[config.mk]
export PLATFORM = sky130hd
export DESIGN_NAME = baud_tick_gen
export DESIGN_NICKNAME = d
export VERILOG_FILES = /design/src/rtl/baud_gen_pkg.sv /design/src/rtl/baud_div_latch.sv /design/src/rtl/baud_frac_counter.sv /design/src/rtl/baud_ovs_div.sv /design/src/rtl/baud_tick_gen.sv
export SDC_FILE = /design/constraint.sdc
export NUM_CORES = 1
export LEC_CHECK = 0
export BUFFER_PORTS_ARGS = -buffer_cell sky130_fd_sc_hd__buf_2
export CORE_MARGIN = 1
export CORE_UTILIZATION = 25
export CTS_BUF_LIST = sky130_fd_sc_hd__clkbuf_8 sky130_fd_sc_hd__clkbuf_16
export DETAILED_ROUTE_END_ITERATION = 10
export HOLD_SLACK_MARGIN = 0.12
export MAX_ROUTING_LAYER = met4
export PLACE_DENSITY_LB_ADDON = 0.12
export SYNTH_ARGS = -nofsm -noshare
export SYNTH_HDL_FRONTEND = slang
export SYNTH_SLANG_ARGS = --single-unit
[constraint.sdc]
create_clock -name clk -period 2.3 [get_ports clk]
set_input_delay 0.345 -clock clk [delete_from_list [all_inputs] [get_ports clk]]
set_output_delay 0.345 -clock clk [all_outputs]
set_load 0.005 [all_outputs]
[src/rtl/baud_gen_pkg.sv]
package baud_gen_pkg;
  localparam int DEF_INT_W  = 13;
  localparam int DEF_FRAC_W = 3;
  localparam int DEF_OVS    = 16;

  // Counter width: one spare bit so that N plus a stretch cycle never wraps.
  function automatic int period_cnt_w(input int int_w);
    return int_w + 1;
  endfunction
endpackage

[src/rtl/baud_div_latch.sv]
module baud_div_latch #(
  parameter int INT_W  = baud_gen_pkg::DEF_INT_W,
  parameter int FRAC_W = baud_gen_pkg::DEF_FRAC_W
) (
  input  logic              clk,
  input  logic              rst,
  input  logic              en,
  input  logic [INT_W-1:0]  div_int,
  input  logic [FRAC_W-1:0] div_frac,
  input  logic              period_end,
  output logic [INT_W-1:0]  sh_int,
  output logic [FRAC_W-1:0] sh_frac,
  output logic              run
);
  logic load;

  // Running needs an enable and a nonzero integer divisor in the shadow copy.
  assign run  = en && (sh_int != '0);
  // Copy inputs while idle, or on the cycle a period completes.
  assign load = !run || period_end;

  always_ff @(posedge clk) begin
    if (rst) begin
      sh_int  <= '0;
      sh_frac <= '0;
    end else if (load) begin
      sh_int  <= div_int;
      sh_frac <= div_frac;
    end
  end

  // mid-period the divisor in use never moves
  p_hold_mid_period_r5: assert property (@(posedge clk) disable iff (rst)
    (run && !period_end) |=> ($stable(sh_int) && $stable(sh_frac)));
endmodule

[src/rtl/baud_frac_counter.sv]
module baud_frac_counter #(
  parameter int INT_W  = baud_gen_pkg::DEF_INT_W,
  parameter int FRAC_W = baud_gen_pkg::DEF_FRAC_W
) (
  input  logic              clk,
  input  logic              rst,
  input  logic              run,
  input  logic [INT_W-1:0]  sh_int,
  input  logic [FRAC_W-1:0] sh_frac,
  output logic              period_end,
  output logic              rx_tick
);
  localparam int CW = baud_gen_pkg::period_cnt_w(INT_W);

  logic [CW-1:0]     cnt;
  logic [CW-1:0]     limit;
  logic [FRAC_W-1:0] acc;
  logic [FRAC_W:0]   acc_sum;
  logic              stretch;

  assign limit      = {1'b0, sh_int} + {{(CW-1){1'b0}}, stretch};
  assign period_end = run && ((cnt + CW'(1)) == limit);
  assign acc_sum    = {1'b0, acc} + {1'b0, sh_frac};

  always_ff @(posedge clk) begin
    if (rst || !run) begin
      cnt     <= '0;
      acc     <= '0;
      stretch <= 1'b0;
      rx_tick <= 1'b0;
    end else begin
      rx_tick <= period_end;
      if (period_end) begin
        cnt     <= '0;
        acc     <= acc_sum[FRAC_W-1:0];
        stretch <= acc_sum[FRAC_W];
      end else begin
        cnt <= cnt + CW'(1);
      end
    end
  end

  // the period count never runs past its limit
  p_cnt_bound_r2: assert property (@(posedge clk) disable iff (rst)
    run |-> (cnt < limit));
  // a zero fraction never produces a stretched period
  p_no_stretch_r3: assert property (@(posedge clk) disable iff (rst)
    (run && period_end && sh_frac == '0 && acc == '0) |=> !stretch);
endmodule

[src/rtl/baud_ovs_div.sv]
module baud_ovs_div #(
  parameter int OVS = baud_gen_pkg::DEF_OVS
) (
  input  logic clk,
  input  logic rst,
  input  logic run,
  input  logic rx_pulse,
  output logic tx_tick
);
  localparam int DW = (OVS > 1) ? $clog2(OVS) : 1;

  generate
    if (OVS <= 1) begin : g_pass
      always_ff @(posedge clk) begin
        if (rst || !run) tx_tick <= 1'b0;
        else             tx_tick <= rx_pulse;
      end
    end else begin : g_count
      logic [DW-1:0] div_cnt;
      always_ff @(posedge clk) begin
        if (rst || !run) begin
          div_cnt <= '0;
          tx_tick <= 1'b0;
        end else begin
          tx_tick <= 1'b0;
          if (rx_pulse) begin
            if (div_cnt == DW'(OVS - 1)) begin
              div_cnt <= '0;
              tx_tick <= 1'b1;
            end else begin
              div_cnt <= div_cnt + DW'(1);
            end
          end
        end
      end

      // an idle generator leaves the divide stage cleared
      p_div_clear_r7: assert property (@(posedge clk) disable iff (rst)
        !run |=> (div_cnt == '0));
    end
  endgenerate
endmodule

[src/rtl/baud_tick_gen.sv]
module baud_tick_gen #(
  parameter int INT_W  = baud_gen_pkg::DEF_INT_W,
  parameter int FRAC_W = baud_gen_pkg::DEF_FRAC_W,
  parameter int OVS    = baud_gen_pkg::DEF_OVS
) (
  input  logic              clk,
  input  logic              rst,
  input  logic              en,
  input  logic [INT_W-1:0]  div_int,
  input  logic [FRAC_W-1:0] div_frac,
  output logic              rx_tick,
  output logic              tx_tick
);
  logic [INT_W-1:0]  sh_int;
  logic [FRAC_W-1:0] sh_frac;
  logic              run;
  logic              period_end;

  baud_div_latch #(.INT_W(INT_W), .FRAC_W(FRAC_W)) latch_i (
    .clk(clk), .rst(rst), .en(en), .div_int(div_int), .div_frac(div_frac),
    .period_end(period_end), .sh_int(sh_int), .sh_frac(sh_frac), .run(run)
  );

  baud_frac_counter #(.INT_W(INT_W), .FRAC_W(FRAC_W)) cnt_i (
    .clk(clk), .rst(rst), .run(run), .sh_int(sh_int), .sh_frac(sh_frac),
    .period_end(period_end), .rx_tick(rx_tick)
  );

  baud_ovs_div #(.OVS(OVS)) ovs_i (
    .clk(clk), .rst(rst), .run(run), .rx_pulse(period_end), .tx_tick(tx_tick)
  );

  // an idle generator drives no strobes
  p_idle_quiet_r6: assert property (@(posedge clk) disable iff (rst)
    !run |=> (!rx_tick && !tx_tick));
  // a bit strobe is always coincident with an oversampling strobe
  p_tx_with_rx_r4: assert property (@(posedge clk) disable iff (rst)
    tx_tick |-> rx_tick);
  // outputs are low the cycle after reset
  p_reset_quiet_r1: assert property (@(posedge clk)
    rst |=> (!rx_tick && !tx_tick));
endmodule

==> out/qor.yml, run 1 <==
global_route:
  grt_max_degree: 31
  track_usage_pct: 15.2
  grt_pass1_vias: 2507
  grt_pass1_wl_um: 12900
  overflow: 0
  antenna_found_initial: 0
timing:
  maxSlewHeadroom_pct: 38.1
  fin_crit_ns: 2.52
  finalSetupViolCount: 40
  hold_viol_final: 0
  whs_ns: 0.311
  clock_skew_ns: 0.00875
  worst_slew_pin_slew_ns: 0.925
  worst_slack_ns: -0.218
  slew_viol_final: 0
  fin_crit_sh_pct: 109
  clock.fmax_mhz: 397
  rsz0062_at_grt: "true"
  final.setup.tns_ns: -5.75
clocking:
  htree_levels: 2
  clockRootBuffer: "clkbuf_8"
  tritoncts: "done"
  cts_buffers: 5
  clock_latency_ns: 0.30
  cts_hold_buf: 0
  cts_buffer_depth: 2
  cts_sinks: 40
  clkTransAtPathRegs_ns: 0.08
detailed_routing:
  drtIter0Drc: 81
  num_vias: 2592
  wire_per_inst_um: 14.8
  via_per_inst: 4.91
  finalWirelength_um: 7830
  ant_nets: 0
  first_pass_iters: 4
  drc: 0
worst_setup_path:
  r2r_start: "latch_i.sh_int[0]"
  crit_arrival_ns: 2.75
  end_kind: "register"
  startpoint_type: "register"
  worstSetupPathType: "reg -> reg"
  critPathMaxFanout: 5
  required_ns: 2.53
  crit_start: "latch_i.sh_int[0]"
layout:
  nFillCells: 1104
  final_nets: 419
  multi_input_area_um2: 2000
  drive_gt1_share_pct: 43.9
  fin_util_pct: 37.4
  syn2layout_area_growth_pct: 46.2
  seqCellArea_um2: 821
  num_antenna_cells: 0
synthesis:
  syn_nets: 337
  avgSynthCellArea_um2: 8.51
  synth.ff_latch_count: 40
  yosys_warnings: 0
  synthArstFlopShare_pct: 0
  synth.distinct_cells: 48
  synthFlopType: "dfxtp_1"
  synth_edf_count: 0
  seq_area_frac_synth_pct: 30.4
  synthesis.area_um2: 2630
  synth_cells: 309
power_and_ir_drop:
  powerDensity_nw_per_um2: 475
  p_leak_nw: 1.42
  ir_drop_v: 0.000222
die:
  die_h_um: 105
  fp-row-count: 37
  ios: 21
  core_area_um2: 10300
  die_x_um: 105
  start_util_pct: 25.6
  die-area_um2: 10900
job:
  cap_violations: 0
hold_path:
  min_path_type: "in -> reg"
  worstHoldStart: "div_int[1]"
place:
  dp_slack_ns: -0.262
  port_buffers: 20
  hpwlAfterDp_um: 5400
  gp_congestion: 0.742
run_status:
  outcome: "finished, violations left"
  violations: "setup timing"
==> placed cells by master, fill, tap and decap left out, types with 8 or more instances in the layout <==
master	instances
dfxtp_1	30
buf_2	20
buf_4	71
nor3b_1	8
o311ai_2	8
o311ai_1	8
nand2_1	34
inv_1	10
a32oi_1	16
xnor2_1	21
o21ai_2	9
nand3_1	10
nor3_1	19
==> cell usage after synthesis (all sizes together), types with 2 or more instances <==
cell type,n,share of area (%)
dfxtp,40,30
nand2,35,5.0
nor3,26,4.9
xnor2,22,7.3
o21ai,20,3.8
a32oi,16,5.3
o311ai,16,5.3
clkbuf,14,2.0
nand3,14,2.9
buf,10,2.4
ha,8,3.8
inv,8,1.1
nor3b,8,2.3
and3,7,1.7
mux2i,7,2.7
nand4,7,2.8
nor4,7,2.5
xor2,7,2.3
nor2,6,0.86
or2,5,1.2
or3,3,0.71
a211oi,2,0.57
and2,2,0.48
nand3b,2,0.57
o211ai,2,0.57
o21a,2,0.57
==> state kept, by name (all words and copies together) (netlist names) <==
| register | count |
|---|---|
| latch_i.sh_frac | 3 |
| ovs_i.tx_tick | 1 |
| cnt_i.acc | 3 |
| ovs_i.g_count.div_cnt | 4 |
| cnt_i.cnt | 14 |
| cnt_i.stretch | 1 |
| cnt_i.rx_tick | 1 |
| latch_i.sh_int | 13 |
==> worst max-delay path, cell delays in order, from the launching register on <==
cell	delay, ns
dfxtp_4	0.38
ha_4	0.14
ha_4	0.14
nand4_4	0.12
nor4_4	0.30
xor2_1	0.20
xnor2_1	0.09
or3_4	0.37
buf_12	0.15
buf_4	0.15
nor4b_4	0.22
mux2i_1	0.19
==> timing repair <==
action / 4_1_cts / 5_1_grt
gates resized for setup: 41 / 33
setup buffers: 9 / 9
pin swaps: 12 / 5
endpoints found under the setup margin: 40 / 40
==> layout make-up <==
type / count / share of cell area (%)
clock buffers: 5 / 1.79
clock inverters: 3 / 0.325
inverters: 8 / 0.781
multi-input cells: 237 / 52.1
flip-flops and latches: 40 / 21.3
well taps: 136 / 4.42
repair buffers: 99 / 19.3
==> path summary, 6_finish.rpt <==
path	endpoint	slack, ns	cells past startpoint
worst max-delay path	ovs_i.g_count.div_cnt[2]	-0.22	11
worst min register to register	cnt_i.acc[2]	0.46	2
worst min-delay path	latch_i.sh_int[1]	0.31	3
worst max register to register	ovs_i.g_count.div_cnt[2]	-0.22	11
==> metrics by stage <==
step,instances,cell area (um2),total power (W)
4_1_cts,520,3660,0.00181
2_1_floorplan,309,2730,0.00107
5_1_grt,528,3850,0.00194
3_3_place_gp,505,3390,0.00126
3_5_place_dp,505,3390,0.00126
6_report,528,3850,0.00183
==> metal layers <==
layer	GRT usage, %	routed length (um)	share of wire (%)
met4	3.88	76	0.97
met2	25.3	3900	50
met3	2.06	201	2.6
met5	-	0	0
met1	19.4	3650	47
==> power breakdown <==
part / internal (W) / switching, W / total [W]
combinational: 0.000275 / 0.000317 / 0.000593
sequential: 0.000730 / 0.0000375 / 0.000768
clock: 0.000205 / 0.000264 / 0.000469
==> cell families (layout without fill, tap and decap cells) <==
family | after synthesis | count (layout) | synth area share (%)
DFF | 40 | 40 | 30.4
buffers and inverters | 32 | 115 | 5.57
adders and majority gates | 9 | 9 | 4.57
and+or+nand+nor | 128 | 128 | 27.9
xor gates and xnor gates | 31 | 31 | 11.4
muxes | 7 | 7 | 2.66
AOI/OAI and AO/OA | 62 | 62 | 17.4
No activity file was read; power rests on OpenSTA's default activity.
==> run 2: changes to the inputs <==
--- a/config.mk
+++ b/config.mk
@@ -6,13 +6,15 @@
 export NUM_CORES = 1
 export LEC_CHECK = 0
 export BUFFER_PORTS_ARGS = -buffer_cell sky130_fd_sc_hd__buf_2
-export CORE_MARGIN = 1
+export CELL_PAD_IN_SITES_DETAIL_PLACEMENT = 0
+export CELL_PAD_IN_SITES_GLOBAL_PLACEMENT = 1
+export CORE_MARGIN = 2
 export CORE_UTILIZATION = 25
 export CTS_BUF_LIST = sky130_fd_sc_hd__clkbuf_8 sky130_fd_sc_hd__clkbuf_16
 export DETAILED_ROUTE_END_ITERATION = 10
 export HOLD_SLACK_MARGIN = 0.12
 export MAX_ROUTING_LAYER = met4
-export PLACE_DENSITY_LB_ADDON = 0.12
+export PLACE_DENSITY = 0.47
 export SYNTH_ARGS = -nofsm -noshare
 export SYNTH_HDL_FRONTEND = slang
 export SYNTH_SLANG_ARGS = --single-unit
==> out/qor.yml, run 2 (synthesized netlist as in run 1, its figures left out) <==
run_status:
  outcome: "finished, violations left"
  violations: "setup timing"
detailed_routing:
  finalWirelength_um: 8040
  num_vias: 2552
  ant_nets: 0
  first_pass_iters: 6
  via_per_inst: 4.88
  drc: 0
  drtIter0Drc: 78
  wire_per_inst_um: 15.4
global_route:
  met2_usage_pct: 23.6
  grt_max_degree: 39
  antenna_found_initial: 0
  grt_pass1_wl_um: 13500
  grt_pass1_vias: 2622
  overflow: 0
  track_usage_pct: 15.3
  grt_busiest_layer: "met2"
  use_met1_pct: 21.2
  grt_use_met3_pct: 2.02
layout:
  largestRegisters: "cnt_i.cnt: 14 flops, latch_i.sh_int: 13 flops, ovs_i.g_count.div_cnt: 4 flops"
  final_cell_mix: "buf_4, nand2_1, dfxtp_1, xnor2_1, buf_2"
  fin_util_pct: 37.6
  syn2layout_area_growth_pct: 47.0
  final_nets: 414
  num_antenna_cells: 0
  drive_gt1_share_pct: 42.6
  final_common_cell: "buf_4"
  nFillCells: 1088
  top_register: "cnt_i.cnt"
  layoutNonFillerInstCount: 523
  largest_reg_flops: 14
worst_setup_path:
  end_kind: "register"
  r2r_start: "latch_i.sh_int[0]"
  critPathMaxFanout: 8
  startpoint_type: "register"
  required_ns: 2.51
  crit_start: "latch_i.sh_int[0]"
  crit_arrival_ns: 2.74
  reg2reg_depth: 10
  worstSetupPathType: "reg -> reg"
timing:
  rsz0062_at_grt: "true"
  clock_skew_ns: 0.0182
  slew_viol_final: 0
  fin_crit_sh_pct: 110
  fin_crit_ns: 2.53
  hold_viol_final: 0
  clock.fmax_mhz: 395
  worst_slack_ns: -0.232
  finalSetupViolCount: 39
  maxSlewHeadroom_pct: 35.2
  worst_slew_pin_slew_ns: 0.969
job:
  cap_violations: 0
clocking:
  cts_buffer_depth: 2
  clock_latency_ns: 0.31
  cts_sinks: 40
  htree_levels: 2
  cts_hold_buf: 0
  clkTransAtPathRegs_ns: 0.10
  cts_buffers: 5
  clockRootBuffer: "clkbuf_8"
  tritoncts: "done"
place:
  dp_cells: 509
  port_buffers: 20
  gp_congestion: 0.800
  hpwlAfterDp_um: 5680
die:
  die_h_um: 107
  ios: 21
  die-area_um2: 11400
  die_x_um: 107
  core_area_um2: 10300
  start_util_pct: 25.6
  fp-row-count: 37
hold_path:
  min_path_type: "in -> reg"
  worstHoldStart: "div_int[7]"
  min_path_cells: 3
power_and_ir_drop:
  p_comb_share_pct: 30.4
  clockPowerShare_pct: 30.6
  ir_drop_v: 0.000205
  intPower_w: 0.00132
  swShare_pct: 32.8
  p_seq_share_pct: 39.0
  p_leak_nw: 1.42
  p_switching_w: 0.000645
  powerDensity_nw_per_um2: 508
run 2: path summary, 6_finish.rpt:
| kind | endpoint | slack [ns] |
|---|---|---|
| setup reg to reg | latch_i.sh_int[10] | -0.23 |
| hold reg to reg | ovs_i.g_count.div_cnt[1] | 0.48 |
| setup / recovery | latch_i.sh_int[10] | -0.23 |
| hold / removal | latch_i.sh_int[7] | 0.32 |
run 2: metrics by stage:
step	setup slack (ns)	hold WS, ns	power (W)	TNS, ns	instance area [um2]
3_5_place_dp	-0.287	0.468	0.00127	-8.93	3400
6_report	-0.232	0.316	0.00196	-6.92	3860
4_1_cts	-0.231	0.298	0.00190	-7.45	3600
5_1_grt	-0.399	0.310	0.00209	-13.97	3860
2_1_floorplan	-0.0233	0.439	0.00107	-0.193	2730
3_3_place_gp	-0.237	0.457	0.00127	-7.53	3400
run 2: power groups by stage:
| stage | combinational (W) | sequential (W) | clock [W] |
|---|---|---|---|
| after global routing | 0.000662 | 0.000773 | 0.000651 |
| after floorplan | 0.000287 | 0.000781 | 0 |
| after CTS | 0.000519 | 0.000766 | 0.000618 |
| after detailed placement | 0.000491 | 0.000782 | 0 |
| after global placement | 0.000488 | 0.000781 | 0 |
| final | 0.000597 | 0.000766 | 0.000602 |
run 2: metal layers:
metal | up-vias | routed length (um)
met5 | - | 0
met4 | 0 | 73
met3 | 4 | 138
met2 | 31 | 3690
met1 | 1206 | 4140
li1 | 1311 | -
run 2: worst max-delay path: stages (launching register included):
cell and delay (ns):
dfxtp_4 0.38, ha_4 0.14, ha_4 0.15, nand4_4 0.12, or3_4 0.41, o211ai_1 0.10
and4b_1 0.22, nand4_1 0.17, or2_4 0.31, clkbuf_16 0.18, o311ai_2 0.25
run 2: cell type report:
cell class / instances / area [um2] / area share, %
Timing Repair Buffer: 94 / 701 / 18.1
Clock inverter: 3 / 42.5 / 1.10
Clock buffer: 5 / 68.8 / 1.78
Sequential cell: 40 / 818 / 21.2
Tap cell: 136 / 170 / 4.40
Inverter: 8 / 30.0 / 0.777
Multi-Input combinational cell: 237 / 2030 / 52.6
run 2: repair_timing:
item | in CTS | in global routing
buffers inserted | 1 | 5
setup endpoints to repair | 40 | 40
pin swaps | 7 | 8
gates resized for setup | 19 | 48
cloned | 0 | 1
